## config.mk

```make
export PLATFORM = sky130hd
export DESIGN_NAME = pkt_data_port
export DESIGN_NICKNAME = d
export VERILOG_FILES = /design/src/rtl/pdp_pkg.sv /design/src/rtl/pdp_ctrl.sv /design/src/rtl/pdp_datapath.sv /design/src/rtl/pkt_data_port.sv
export SDC_FILE = /design/constraint.sdc
export NUM_CORES = 1
export LEC_CHECK = 0
export BUFFER_PORTS_ARGS = -buffer_cell sky130_fd_sc_hd__buf_4
export CORE_MARGIN = 2
export CORE_UTILIZATION = 47
export CTS_CLUSTER_SIZE = 28
export DETAILED_ROUTE_END_ITERATION = 10
export HOLD_SLACK_MARGIN = 0.03
export PLACE_DENSITY = 0.81
export REMOVE_ABC_BUFFERS = 1
export SYNTH_ARGS = -nofsm -noshare
export SYNTH_HDL_FRONTEND = slang
export SYNTH_HIERARCHICAL = 1
export SYNTH_SLANG_ARGS = --single-unit
```

## constraint.sdc

```tcl
create_clock -name clk -period 2.67 [get_ports clk]
set_input_delay 0.4005 -clock clk [delete_from_list [all_inputs] [get_ports clk]]
set_output_delay 0.4005 -clock clk [all_outputs]
set_load 0.01 [all_outputs]
```

## src/rtl/pdp_pkg.sv

```systemverilog
`timescale 1ns/1ps
package pdp_pkg;

  localparam int PTR_W        = 16;
  localparam int DATA_W       = 16;
  localparam int LANE_W       = 8;
  localparam int LANES        = DATA_W / LANE_W;
  localparam int PTR_SRC_BIT  = 15;
  localparam int PTR_AUTO_BIT = 14;
  localparam int PTR_READ_BIT = 13;

  typedef enum logic [1:0] {
    PF_IDLE  = 2'd0,
    PF_FETCH = 2'd1,
    PF_LOAD  = 2'd2
  } pfState_e;

  // strobes from control to datapath
  typedef struct packed {
    logic ptrLoad;    // latch pointer from host data
    logic dataWrite;  // accepted data write
    logic advance;    // accepted data access (read or write)
    logic fetch;      // issue memory read
    logic capture;    // latch memory read data
  } pdpStrobe_t;

endpackage

```

## src/rtl/pdp_ctrl.sv

```systemverilog
`timescale 1ns/1ps
module pdp_ctrl
  import pdp_pkg::*;
(
  input  logic       clk,
  input  logic       rstN,
  input  logic       regSel,
  input  logic       wrEn,
  input  logic       rdEn,
  input  logic       newReadMode,
  input  logic       curReadMode,
  output pdpStrobe_t st,
  output logic       waitReq
);

  pfState_e state, stateNext;
  logic ptrWr, idle, dataWr, dataRd;

  assign ptrWr  = !regSel && wrEn;
  assign idle   = (state == PF_IDLE);
  assign dataWr = regSel && wrEn && idle;
  assign dataRd = regSel && rdEn && !wrEn && idle;

  always_comb begin
    st           = '0;
    st.ptrLoad   = ptrWr;
    st.dataWrite = dataWr;
    st.advance   = dataWr || dataRd;
    st.fetch     = (state == PF_FETCH);
    st.capture   = (state == PF_LOAD);
  end

  always_comb begin
    stateNext = state;
    if (ptrWr) begin
      stateNext = newReadMode ? PF_FETCH : PF_IDLE;
    end else begin
      unique case (state)
        PF_IDLE:  if ((dataWr || dataRd) && curReadMode) stateNext = PF_FETCH;
        PF_FETCH: stateNext = PF_LOAD;
        PF_LOAD:  stateNext = PF_IDLE;
        default:  stateNext = PF_IDLE;
      endcase
    end
  end

  always_ff @(posedge clk or negedge rstN) begin
    if (!rstN) state <= PF_IDLE;
    else       state <= stateNext;
  end

  assign waitReq = !idle;


  prefetch_start_chk: assert property (@(posedge clk) disable iff (!rstN)
    (ptrWr && newReadMode) |=> (waitReq && st.fetch));


  prefetch_end_chk: assert property (@(posedge clk) disable iff (!rstN)
    (st.capture && !ptrWr) |=> !waitReq);


  no_fetch_chk: assert property (@(posedge clk) disable iff (!rstN)
    (ptrWr && !newReadMode) |=> (!waitReq && !st.fetch));

endmodule

```

## src/rtl/pdp_datapath.sv

```systemverilog
`timescale 1ns/1ps
module pdp_datapath
  import pdp_pkg::*;
#(
  parameter int PKT_W       = 5,
  parameter int OFF_W       = 11,
  parameter int PAGE_SHIFT  = 8,
  parameter int WORD_ADDR_W = 13
) (
  input  logic                   clk,
  input  logic                   rstN,
  input  pdpStrobe_t             st,
  input  logic                   regSel,
  input  logic                   byteMode,
  input  logic [DATA_W-1:0]      wrData,
  input  logic [PKT_W-1:0]       rxHeadPkt,
  input  logic [PKT_W-1:0]       txPktNum,
  input  logic [DATA_W-1:0]      memRdata,
  output logic [DATA_W-1:0]      rdData,
  output logic                   readMode,
  output logic [WORD_ADDR_W-1:0] memAddr,
  output logic                   memRe,
  output logic                   memWe,
  output logic [LANES-1:0]       memBe,
  output logic [DATA_W-1:0]      memWdata
);

  logic              srcSel, autoInc;
  logic [OFF_W-1:0]  offset, stepVal;
  logic [DATA_W-1:0] readBuf;
  logic [PKT_W-1:0]  pktNum;
  logic [PTR_W-1:0]  ptrView;
  logic [LANE_W-1:0] laneByte;

  assign stepVal = byteMode ? OFF_W'(1) : OFF_W'(2);

  always_ff @(posedge clk or negedge rstN) begin
    if (!rstN) begin
      srcSel   <= 1'b0;
      autoInc  <= 1'b0;
      readMode <= 1'b0;
      offset   <= '0;
      readBuf  <= '0;
    end else begin
      if (st.ptrLoad) begin
        srcSel   <= wrData[PTR_SRC_BIT];
        autoInc  <= wrData[PTR_AUTO_BIT];
        readMode <= wrData[PTR_READ_BIT];
        offset   <= wrData[OFF_W-1:0];
      end else if (st.advance && autoInc) begin
        offset <= offset + stepVal;
      end
      if (st.capture) readBuf <= memRdata;
    end
  end

  // packet page base plus offset, expressed in words
  assign pktNum  = srcSel ? rxHeadPkt : txPktNum;
  assign memAddr = (WORD_ADDR_W'(pktNum) << (PAGE_SHIFT - 1))
                 + WORD_ADDR_W'(offset >> 1);
  assign memRe   = st.fetch;
  assign memWe   = st.dataWrite;

  for (genvar g = 0; g < LANES; g++) begin : g_lane
    assign memBe[g] = !byteMode || (offset[0] == 1'(g));
    assign memWdata[g*LANE_W +: LANE_W] =
      byteMode ? wrData[LANE_W-1:0] : wrData[g*LANE_W +: LANE_W];
  end

  always_comb begin
    ptrView               = '0;
    ptrView[PTR_SRC_BIT]  = srcSel;
    ptrView[PTR_AUTO_BIT] = autoInc;
    ptrView[PTR_READ_BIT] = readMode;
    ptrView[OFF_W-1:0]    = offset;
  end

  assign laneByte = offset[0] ? readBuf[DATA_W-1 -: LANE_W] : readBuf[LANE_W-1:0];

  always_comb begin
    if (!regSel)       rdData = ptrView;
    else if (byteMode) rdData = DATA_W'(laneByte);
    else               rdData = readBuf;
  end


  autoinc_step_chk: assert property (@(posedge clk) disable iff (!rstN)
    (st.advance && autoInc && !st.ptrLoad) |=>
      (offset == OFF_W'($past(offset) + $past(stepVal))));


  offset_hold_chk: assert property (@(posedge clk) disable iff (!rstN)
    (st.advance && !autoInc && !st.ptrLoad) |=> $stable(offset));


  ptr_stable_chk: assert property (@(posedge clk) disable iff (!rstN)
    (!st.ptrLoad && !st.advance) |=> $stable({srcSel, autoInc, readMode, offset}));


  byte_lane_chk: assert property (@(posedge clk) disable iff (!rstN)
    (memWe && byteMode) |-> ($countones(memBe) == 1));

endmodule

```

## src/rtl/pkt_data_port.sv

```systemverilog
`timescale 1ns/1ps
module pkt_data_port
  import pdp_pkg::*;
#(
  parameter  int PKT_W       = 5,
  parameter  int OFF_W       = 11,
  parameter  int PAGE_SHIFT  = 8,
  localparam int BYTE_ADDR_W = ((PKT_W + PAGE_SHIFT) > OFF_W) ? (PKT_W + PAGE_SHIFT + 1) : (OFF_W + 1),
  localparam int WORD_ADDR_W = BYTE_ADDR_W - 1
) (
  input  logic                   clk,
  input  logic                   rstN,
  input  logic                   regSel,
  input  logic                   wrEn,
  input  logic                   rdEn,
  input  logic                   byteMode,
  input  logic [15:0]            wrData,
  output logic [15:0]            rdData,
  output logic                   waitReq,
  input  logic [PKT_W-1:0]       rxHeadPkt,
  input  logic [PKT_W-1:0]       txPktNum,
  output logic [WORD_ADDR_W-1:0] memAddr,
  output logic                   memRe,
  output logic                   memWe,
  output logic [1:0]             memBe,
  output logic [15:0]            memWdata,
  input  logic [15:0]            memRdata
);

  pdpStrobe_t st;
  logic       readMode;

  pdp_ctrl u_ctrl (
    .clk         (clk),
    .rstN        (rstN),
    .regSel      (regSel),
    .wrEn        (wrEn),
    .rdEn        (rdEn),
    .newReadMode (wrData[PTR_READ_BIT]),
    .curReadMode (readMode),
    .st          (st),
    .waitReq     (waitReq)
  );

  pdp_datapath #(
    .PKT_W       (PKT_W),
    .OFF_W       (OFF_W),
    .PAGE_SHIFT  (PAGE_SHIFT),
    .WORD_ADDR_W (WORD_ADDR_W)
  ) u_dp (
    .clk       (clk),
    .rstN      (rstN),
    .st        (st),
    .regSel    (regSel),
    .byteMode  (byteMode),
    .wrData    (wrData),
    .rxHeadPkt (rxHeadPkt),
    .txPktNum  (txPktNum),
    .memRdata  (memRdata),
    .rdData    (rdData),
    .readMode  (readMode),
    .memAddr   (memAddr),
    .memRe     (memRe),
    .memWe     (memWe),
    .memBe     (memBe),
    .memWdata  (memWdata)
  );


  port_exclusive_chk: assert property (@(posedge clk) disable iff (!rstN)
    !(memRe && memWe));


  wait_blocks_write_chk: assert property (@(posedge clk) disable iff (!rstN)
    (waitReq && regSel) |-> !memWe);

endmodule

```

; ---- Word-level counts from Yosys, hierarchy flattened
; Cells that the tools add are included.
[totals]
ff_bits = 32
in_bits = 48
output_inout_bits = 50
[op_classes]
n_addsub = 2
n_eq_ne = 3
mux = 12
n_bitwise = 1
n_reduce_logical = 17
[ops]
columns = op, count
row1 = $mux 16, 2
row2 = $mux 11, 2
row3 = $mux 8, 2
row4 = $add 12x10->13, 1
row5 = $add 11x11->11, 1
row6 = $logic_and 1x1->1, 8
row7 = $mux 2, 3
row8 = $mux 5, 1
row9 = $logic_not 1->1, 4
row10 = $pmux 2 s2, 1
row11 = $logic_or 1x1->1, 3
row12 = $ne 3x2->1 const B, 1
row13 = $eq 2x1->1 const B, 1
row14 = $eq 2x2->1 const B, 1
row15 = $logic_not 2->1, 1
row16 = $reduce_bool 2->1, 1
row17 = $mux 1, 1
row18 = $not 1->1, 1

; ---- Depth between registers and ports, before layout
[depth]
depth_word = 8
depth_mapped = 8
mapped_depth_nobuf = 7

; ---- Modules after synthesis
; The synthesis kept the hierarchy.
[by_module_without_submodules]
columns = module, n_inst, cells_per_inst, area_per_inst_um2
row1 = pdp_datapath, 1, 212, 2025.7
row2 = pdp_ctrl, 1, 15, 141.4

; ---- Least setup slack after synthesis
; No wires, ideal clock.
[synth_timing]
kind = reg2out
startpoint = register u_dp.srcSel
endpoint = output memAddr[11]
arrival_ns = 2.036
setup_slack_ns = 0.234
path_stages_with_launch = 9
path_buffers = 1
cell_sequence = dfrtp_1 -> clkbuf_1 -> mux2_2 -> ha_1 -> fa_1 -> a21o_1 -> nand2_1 -> xor2_1 -> mux2i_1
[synth_via]
elab_chain_len = 2
[synth_rtl]
columns = element, line
row1 = "start, declared", pdp_datapath.sv:28  ; logic srcSel, autoInc;
row2 = "start signal, assigned", pdp_datapath.sv:46  ; srcSel <= wrData[PTR_SRC_BIT];
row3 = $mux 5, pdp_datapath.sv:58  ; assign pktNum = srcSel ? rxHeadPkt : txPktNum;
row4 = $add 12x10->13, pdp_datapath.sv:60  ; + WORD_ADDR_W'(offset >> 1);
row5 = "end, declared", pkt_data_port.sv:22  ; output logic [WORD_ADDR_W-1:0] memAddr,
; No other way between the ends.

; ---- Final worst setup path
; Same ends and word-level chain as after synthesis.

==> metrics.txt <==
Worst Setup Start Kind flip-flop; Worst path slowest cell dfrtp_1; Leak 1.430 nW; Final Skew 0.005924 ns; #FFs+latches synth 32; Post-DP HPWL 3.983 mm; vias in the first global route 1813; Routability Congestion 0.8178; clock edge transition at the registers on the reported setup and hold paths 0.07 ns; slowest stage delay, CP 0.41 ns; CP Buf/Inv Count 1; Rel. slew slack 61.44%; Layout Utilization 66.84%; status complete, no violations; largest net degree at the start of global routing 33; CP delay by family, top adder cells; I/O pins 98; final worst-path setup slack 0.07048 ns; share of layout cells above drive strength 1 47.08%; critical path endpoint category output pin; fin. max-slew vios 0; first-pass GRT wire length 8.411 mm; DRT iter0 DRCs 93; PD cells 617.0 nW/um^2; max-cap violations 0; die width 71.90 um; core area 4384 sq um; Diodes inserted 0; CTS tree built; Max Root-Sink Buffers 2; Port-buffer cells 97; average cell area after synthesis 9.547 sq um; Sink Count 32; CP Class reg2out; Final Routed Wirelength 5.214 mm; TritonCTS buffer count 5; Post-Synthesis Cell Area 2167 sq um; P&R area growth vs syn 35.22%; Reg2Reg Launch Point u_dp/offset[0]; Max FO, Critical Path 2; most frequent cells in the layout 100 x buf_4, 32 x dfrtp_1, 26 x mux2_2; DIE HEIGHT 71.90 um; Final Hold Fails 0; post-synth cell types 34; htree depth 2; fillers 382; min Tclk post-route 2.600 ns; period utilisation layout 97.36%; Avg WL per Cell 14.48 um; drc violations 0; Min-Delay Path Class in2async; grt ovf 0; Synth warnings 6; via count 1839; crit-path cells mux2_4 > ha_4 > fa_2 > a21o_1 > nand2_1 > xor2_1 > mux2i_1 > buf_4; sequential-to-total area share from yosys stat 36.95%; commonest non-fill, non-tap cell in the layout buf_4; critical path startpoint u_dp/srcSel; pre-CTS WS 0.2572 ns; Worst Tran Pin Value 0.5772 ns; Pwr Total 1.808 mW; DIE AREA 5170 sq um; DR vias/cell 5.108; f_max 0.3847 GHz; Setup TNS Final 0 ns; overall fraction of global-route tracks in use 20.76%; worst path required time 2.27 ns; RSZ-0062 raised after global routing true; Detail Route Antenna Nets 0; Initial Util 49.43%; WP data arrival 2.20 ns; Syn Inst Count 227; initial antenna violation count 0; Max IR drop VDD 0.2940 mV; Final setup viols 0; Nets 363; site row count 24; hold_ws 0.05599 ns; Clk Tree Root Cell clkbuf_8; Skew-Pair Late Insertion Delay 0.28 ns; drt first pass iters 4
-- flip-flops by register name, summed over array words and instances, names as in the netlist --
name           flops
u_ctrl/state       2
u_dp/autoInc       1
u_dp/offset       11
u_dp/readBuf      16
u_dp/readMode      1
u_dp/srcSel        1
-- area by class of cell --
type	instances	area, sq um	area share (%)
repair buffers	101	762.0	26.00
inverters	11	41.29	1.409
multi-input cells	156	1169	39.88
flip-flops and latches	32	800.8	27.33
clock inverters	2	10.01	0.3416
clock buffers	6	82.58	2.818
well taps	52	65.06	2.220
-- metrics by stage --
step	instances	area, sq um
after floorplan	199	1989
after global placement	351	2805
after detailed placement	351	2805
after CTS	359	2898
after global routing	360	2930
final	360	2930
-- routing by layer --
layer / routed length (um) / vias to the layer above / track usage (%)
li1: - / 915 / -
met4: 57 / 0 / 5.870
met5: 0 / - / 0
met2: 2520 / 70 / 34.88
met3: 303 / 4 / 3.194
met1: 2332 / 850 / 28.03
-- final timing paths --
| check | endpoint | slack [ns] | cells past startpoint |
|---|---|---|---|
| min in group clk | u_dp/offset[8] | 0.34 | 3 |
| setup / recovery | memAddr[11] | 0.07 | 8 |
| hold reg to reg | u_dp/readBuf[1] | 0.51 | 1 |
| max in group asynchronous | u_dp/readBuf[6] | 2.32 | 1 |
| setup reg to reg | u_dp/offset[4] | 0.89 | 6 |
| hold / removal | u_ctrl/state[1] | 0.06 | 1 |
-- cells in the mapped netlist --
library cell  number  area [sq um]
fa_1               2         40.04
a21o_1             2         15.01
buf_2              1         5.000
dfrtp_1           32         800.8
ha_1               6         75.07
nor2b_2            2         17.52
nand3b_1           1         7.510
nand3_2            1         10.01
xor2_1             5         43.79
and2_1             2         12.51
clkbuf_1           8         30.03
nor3_1             3         15.01
nand2_1           26         97.59
buf_4             19         142.6
inv_1             11         41.29
nor2b_1            3         18.77
mux2_2            27         304.0
o2111ai_1          1         8.760
a21boi_0           1         7.510
a21oi_1           10         50.05
mux2i_1           10         100.1
xnor2_1            8         70.07
nor4_2             1         12.51
and3_1             2         12.51
a21oi_4            1         16.27
nand3_1            7         35.03
nor3b_1            1         7.510
nor2_2             1         6.260
nor4_1             2         12.51
nand4_1            1         6.260
o21ai_1            4         20.02
o21ai_0           17         85.08
o211a_1            1         10.01
nor2_1             8         30.03
-- cells by family (layout without fill, tap and decap cells) --
kind of cell | count (synthesis) | after routing | synth area share (%)
fa+ha+maj | 8 | 8 | 5.312
buf+inv | 39 | 120 | 10.10
simple gates | 61 | 61 | 13.91
mux | 37 | 37 | 18.65
flops | 32 | 32 | 36.95
compound gates | 37 | 37 | 9.816
xor+xnor | 13 | 13 | 5.254
-- where the power goes --
part,switching [mW],internal [mW]
logic,0.309,0.397
clock network,0.174,0.205
registers,0.108,0.614
total,0.591,1.22
-- worst register-to-register path, delay by kind of cell, from the launching register on --
family	cells	cell delay [ns]
compound gates	1	0.08
xor+xnor	1	0.15
fa+ha+maj	2	0.71
flops	1	0.41
simple gates	2	0.31
-- timing repair --
item	4_1_cts	5_1_grt
endpoints found under the setup margin	0	1
resized for setup	0	6
hold endpoints to repair	0	0
buffers inserted	0	1
hold buffers	0	0
(Power assumes the default switching activity.)
